## src/rtl/rfe_pkg.sv

```systemverilog
`timescale 1ns/1ps
package rfe_pkg;

  typedef enum logic [1:0] {
    RET_NONE = 2'd0,
    RET_EXC  = 2'd1,
    RET_NMI  = 2'd2
  } ret_kind_e;

endpackage

```

## src/rtl/rfe_ret_decode.sv

```systemverilog
`timescale 1ns/1ps
module rfe_ret_decode
  import rfe_pkg::*;
(
  input  logic      exc_strobe,
  input  logic      nmi_strobe,
  output ret_kind_e kind
);

  // The NMI variant wins when both strobes arrive together.
  always_comb begin
    if (nmi_strobe)      kind = RET_NMI;
    else if (exc_strobe) kind = RET_EXC;
    else                 kind = RET_NONE;
  end

endmodule

```

## src/rtl/rfe_status_unstack.sv

```systemverilog
`timescale 1ns/1ps
module rfe_status_unstack #(
  parameter int DATA_W  = 32,
  parameter int KEEP_HI = 2,
  parameter int FIELD_W = 28,
  parameter int SHIFT   = 10,
  parameter int U_BIT   = 8,
  parameter int P_BIT   = 7,
  parameter int M_BIT   = 30,
  parameter int R_BIT   = 8
) (
  input  logic [DATA_W-1:0] status_in,
  input  logic              is_nmi,
  output logic [DATA_W-1:0] status_out,
  output logic              user_mode
);

  localparam logic [DATA_W-1:0] ONES       = {DATA_W{1'b1}};
  localparam logic [DATA_W-1:0] KEEP_MASK  = ~(ONES >> KEEP_HI);
  localparam logic [DATA_W-1:0] FIELD_MASK = ONES >> (DATA_W - FIELD_W);

  logic [DATA_W-1:0] shifted;
  logic              r_before;

  always_comb begin
    shifted   = (status_in & KEEP_MASK) | ((status_in & FIELD_MASK) >> SHIFT);
    r_before  = status_in[R_BIT];
    user_mode = shifted[U_BIT];
    status_out = shifted;
    if (!r_before) status_out[P_BIT] = 1'b1;
    if (is_nmi)    status_out[M_BIT] = 1'b1;
  end

endmodule

```

## src/rtl/rfe_stack_swap.sv

```systemverilog
`timescale 1ns/1ps
module rfe_stack_swap #(
  parameter int ADDR_W = 32
) (
  input  logic              user_mode,
  input  logic [ADDR_W-1:0] sp_in,
  input  logic [ADDR_W-1:0] usp_in,
  input  logic [ADDR_W-1:0] ksp_cur,
  output logic [ADDR_W-1:0] sp_next,
  output logic [ADDR_W-1:0] ksp_next
);

  always_comb begin
    if (user_mode) begin
      ksp_next = sp_in;
      sp_next  = usp_in;
    end else begin
      ksp_next = ksp_cur;
      sp_next  = sp_in;
    end
  end

endmodule

```

## src/rtl/rfe_unstacker.sv

```systemverilog
`timescale 1ns/1ps
module rfe_unstacker
  import rfe_pkg::*;
#(
  parameter int DATA_W  = 32,
  parameter int ADDR_W  = 32,
  parameter int KEEP_HI = 2,
  parameter int FIELD_W = 28,
  parameter int SHIFT   = 10,
  parameter int U_BIT   = 8,
  parameter int P_BIT   = 7,
  parameter int M_BIT   = 30,
  parameter int R_BIT   = 8
) (
  input  logic              clk,
  input  logic              rst,
  input  logic              rfe_strobe,
  input  logic              rfn_strobe,
  input  logic [DATA_W-1:0] status_in,
  input  logic [ADDR_W-1:0] sp_in,
  input  logic [ADDR_W-1:0] usp_in,
  output logic [DATA_W-1:0] status_q,
  output logic [ADDR_W-1:0] sp_q,
  output logic [ADDR_W-1:0] ksp_q
);

  localparam int U_SRC = U_BIT + SHIFT;

  ret_kind_e         kind;
  logic [DATA_W-1:0] status_nx;
  logic              user_mode;
  logic [ADDR_W-1:0] sp_nx;
  logic [ADDR_W-1:0] ksp_nx;

  rfe_ret_decode u_decode (
    .exc_strobe (rfe_strobe),
    .nmi_strobe (rfn_strobe),
    .kind       (kind)
  );

  rfe_status_unstack #(
    .DATA_W  (DATA_W),
    .KEEP_HI (KEEP_HI),
    .FIELD_W (FIELD_W),
    .SHIFT   (SHIFT),
    .U_BIT   (U_BIT),
    .P_BIT   (P_BIT),
    .M_BIT   (M_BIT),
    .R_BIT   (R_BIT)
  ) u_unstack (
    .status_in  (status_in),
    .is_nmi     (kind == RET_NMI),
    .status_out (status_nx),
    .user_mode  (user_mode)
  );

  rfe_stack_swap #(
    .ADDR_W (ADDR_W)
  ) u_swap (
    .user_mode (user_mode),
    .sp_in     (sp_in),
    .usp_in    (usp_in),
    .ksp_cur   (ksp_q),
    .sp_next   (sp_nx),
    .ksp_next  (ksp_nx)
  );

  always_ff @(posedge clk) begin
    if (rst) begin
      status_q <= '0;
      sp_q     <= '0;
      ksp_q    <= '0;
    end else if (kind != RET_NONE) begin
      status_q <= status_nx;
      sp_q     <= sp_nx;
      ksp_q    <= ksp_nx;
    end
  end

  // idle cycles leave every register untouched
  p_hold_r8: assert property (@(posedge clk) disable iff (rst)
    (!rfe_strobe && !rfn_strobe) |=> ($stable(status_q) && $stable(sp_q) && $stable(ksp_q)));

  // the kept high bits survive an exception return
  p_keep_hi_r3: assert property (@(posedge clk) disable iff (rst)
    (rfe_strobe && !rfn_strobe) |=> (status_q[DATA_W-1 -: KEEP_HI] == $past(status_in[DATA_W-1 -: KEEP_HI])));

  // a clear R flag before the shift forces P
  p_p_forced_r4: assert property (@(posedge clk) disable iff (rst)
    ((rfe_strobe || rfn_strobe) && !status_in[R_BIT]) |=> status_q[P_BIT]);

  // any NMI return leaves M set
  p_m_set_r5: assert property (@(posedge clk) disable iff (rst)
    rfn_strobe |=> status_q[M_BIT]);

  // returning to user mode swaps the stack pointers
  p_swap_r6: assert property (@(posedge clk) disable iff (rst)
    ((rfe_strobe || rfn_strobe) && status_in[U_SRC]) |=> ((ksp_q == $past(sp_in)) && (sp_q == $past(usp_in))));

  // a non-user return keeps the kernel pointer
  p_noswap_r7: assert property (@(posedge clk) disable iff (rst)
    ((rfe_strobe || rfn_strobe) && !status_in[U_SRC]) |=> ($stable(ksp_q) && (sp_q == $past(sp_in))));

endmodule

```

## config.mk

```make
export PLATFORM = sky130hd
export DESIGN_NAME = rfe_unstacker
export DESIGN_NICKNAME = d
export VERILOG_FILES = /design/src/rtl/rfe_pkg.sv /design/src/rtl/rfe_ret_decode.sv /design/src/rtl/rfe_status_unstack.sv /design/src/rtl/rfe_stack_swap.sv /design/src/rtl/rfe_unstacker.sv
export SDC_FILE = /design/constraint.sdc
export NUM_CORES = 1
export LEC_CHECK = 0
export ABC_AREA = 1
export BUFFER_PORTS_ARGS = -buffer_cell sky130_fd_sc_hd__buf_4
export CORE_UTILIZATION = 45
export DETAILED_ROUTE_END_ITERATION = 10
export MAX_ROUTING_LAYER = met4
export PLACE_DENSITY = 0.8
export SKIP_LAST_GASP = 1
export SYNTH_ARGS = -nofsm -noshare
export SYNTH_HDL_FRONTEND = slang
export SYNTH_SLANG_ARGS = --single-unit
```

## constraint.sdc

```tcl
create_clock -name clk -period 1.1 [get_ports clk]
set_input_delay 0.055 -clock clk [delete_from_list [all_inputs] [get_ports clk]]
set_output_delay 0.055 -clock clk [all_outputs]
set_load 0.03 [all_outputs]
```

==> impl_metrics.tcl <==
set metrics [dict create \
    dr.pass1.iters 5 \
    ys_top_cells_by_count "163 x nor2_1, 84 x dfxtp_1, 67 x nand2_1" \
    cts_tree "built" \
    period_share 0.956 \
    yosysSeqAreaShare 0.463 \
    wl_um 10300 \
    slew_violations 0 \
    place.gp.congestion 0.793 \
    p_int_mw 4.88 \
    avgViaCountPerCell 4.78 \
    ys_top_cells_by_area "dfxtp_1 46%, nor2_1 17%, o21ai_0 8.0%, nand2_1 6.9%, nand3_1 4.4%" \
    path_max_fanout 44 \
    comb_power_share 0.259 \
    fp-row-count 32 \
    holdPathEnd "sp_q[1]$_SDFFE_PP0P_" \
    grt_pass1_wl_um 16300 \
    grt_pass1_vias 3452 \
    period_minus_slack_ps 1050 \
    clkPwrFrac 0.275 \
    yosys_warnings 0 \
    syn-mean-instance-area_um2 6.98 \
    r2r_slack_ps 440 \
    antenna_found_initial 0 \
    synth_most_common_cell "nor2_1" \
    required_ps 1370 \
    n_antenna_cell 0 \
    synth_ff_type "dfxtp_1" \
    setup_viol_count_final 0 \
    p_sw_frac 0.333 \
    synthCells 521 \
    final_critical_path_setup_slack_ps 48.3 \
    syn_area_um2 3630 \
    dieArea_um2 8440 \
    preCtsSetupSlack_ps -54.1 \
    synth_edf_count 0 \
    clockBufferDepth 2 \
    initial_core_util 0.468 \
    portBuffers 172 \
    floorplan.die.height_um 91.9 \
    drt_iter0_markers 142 \
    criticalPathCategory "in2reg" \
    placed_cell_area_um2 4890 \
    timing.rr.end "sp_q[27]$_SDFFE_PP0P_" \
    skew_ps 0 \
    seq_area_um2 1680 \
    rsz0062_at_grt "no" \
    slew-limit-headroom 0.482 \
    seq_power_share 0.466 \
    p_switching_mw 2.43 \
    synth_top_area_share 0.463 \
    nets 793 \
    core_region_area_um2 7770 \
    grt_max_degree 98 \
    powerDensity_nw_per_um2 1390 \
    reg2reg_depth 2 \
    tightest_slew_ps 776 \
    cap_violations 0 \
    drc 0 \
    numCtsBuffers 9 \
    postCtsSetupBuffers 0 \
    stdcell_area_um2 5250 \
    ys_ff_latch 84 \
    status "finished, final reports clean" \
    post-dp-hpwl_um 6750 \
    cts-root-buf "clkbuf_8" \
    cts.clk_slew.worst_paths_ps 90 \
    synth_top_cell_by_area "dfxtp_1" \
    vias 3825 \
    drive_above_1_share 0.291 \
    min_from "usp_in[1]" \
    holdCritPathClass "in2reg" \
    whs_path_depth 5 \
    fillCellCount 668 \
    cts_resized 0 \
    fmax_mhz 951 \
    cts.htree.levels 3 \
    grtUsageTotal 0.247 \
    holdBufCountCts 19 \
    whs_ps 17.4 \
    multi_input_area_um2 1530 \
    worstSetupStartpointType "input port" \
    clk_latency_ps 340 \
    area_growth_pct 44.5 \
    tns_ps 0 \
    async_flop_share 0 \
    cts_sinks 84 \
    avgRoutedWirePerCell_um 12.8 \
    vdd_drop_max_uv 676 \
    cp-end-kind "flop" \
    finalHoldViolations 0 \
    gr-total-overflow 0 \
    pin_count 196 \
    synth_cell_types 20 \
    p_leak_nw 2.70 \
    die_w_um 91.9 \
    arrival_ps 1330 \
    r2r_start "sp_q[27]$_SDFFE_PP0P_" \
    drtAntennaViolNets 0 \
]
[cell families (layout without fill, tap and decap cells)]
family,count (synthesis),after routing,synth area share
buf+inv,85,251,0.127
flops,84,84,0.463
compound gates,85,85,0.118
simple gates,266,266,0.291
other cells,1,12,0.00103
[final cells by class]
class,instances,area share
sequential,84,0.320
tap,102,0.0243
inverter,37,0.0264
clock buffer,9,0.0236
clock inverter,7,0.00977
timing repair buffer,198,0.304
multi-input combinational,363,0.292
[worst max path at each step]
stage                   from                        end  depth (start not counted)
2_1_floorplan  status_in[18]     ksp_q[10]$_SDFFE_PP0P_                          6
3_3_place_gp      rfn_strobe     ksp_q[31]$_SDFFE_PP0P_                          5
3_5_place_dp      rfn_strobe      ksp_q[1]$_SDFFE_PP0P_                          5
4_1_cts                  rst  status_q[15]$_SDFFE_PP0P_                          6
5_1_grt                  rst  status_q[15]$_SDFFE_PP0P_                          6
6_report                 rst  status_q[15]$_SDFFE_PP0P_                          6
[state kept, by name, summed over array words and instances (netlist names)]
register / cells
sp_q: 32
status_q: 20
ksp_q: 32
[placed cells by master, fill, tap and decap left out]
cell type	instances
clkinv_4	1
inv_6	2
o21ai_0	58
nor3_1	1
nor2_1	163
inv_1	33
buf_12	5
conb_1	12
clkbuf_8	9
nand2_2	1
clkinvlp_4	2
a21oi_1	2
o21ai_1	24
dfxtp_1	84
inv_2	4
nor2_4	2
a21oi_2	1
clkinv_2	2
buf_4	174
nand3_1	32
dlygate4sd3_1	19
nand2_1	67
[per-stage QoR]
| step | util | instances | power (mW) |
|---|---|---|---|
| 2_1_floorplan | - | 532 | 4.60 |
| 3_3_place_gp | 0.629 | 765 | 5.27 |
| 3_5_place_dp | 0.629 | 765 | 5.31 |
| 4_1_cts | 0.676 | 800 | 7.33 |
| 5_1_grt | 0.676 | 800 | 7.66 |
| 6_report | 0.676 | 800 | 7.31 |
[worst max-delay path: stages]
cell           delay (ps)
dlygate4sd3_1         530
buf_4                 160
inv_2                  90
buf_12                200
o21ai_0               150
nor2_1                130
[power groups by stage]
stage                     Combinational (mW)  Clock, mW  Sequential [mW]
final                                   1.90       2.01             3.40
after global routing                    2.05       2.18             3.43
after CTS                               1.89       2.04             3.40
after detailed placement                1.84          0             3.47
after global placement                  1.81          0             3.46
after floorplan                        0.679          0             3.92
[routing by layer]
metal,part of all wire,GRT usage,up-vias
li1,-,-,1938
met1,0.44,0.316,1717
met2,0.47,0.402,157
met3,0.067,0.0390,13
met4,0.014,0.0781,0
met5,0,-,-
Power figures use the tool's default switching activity.
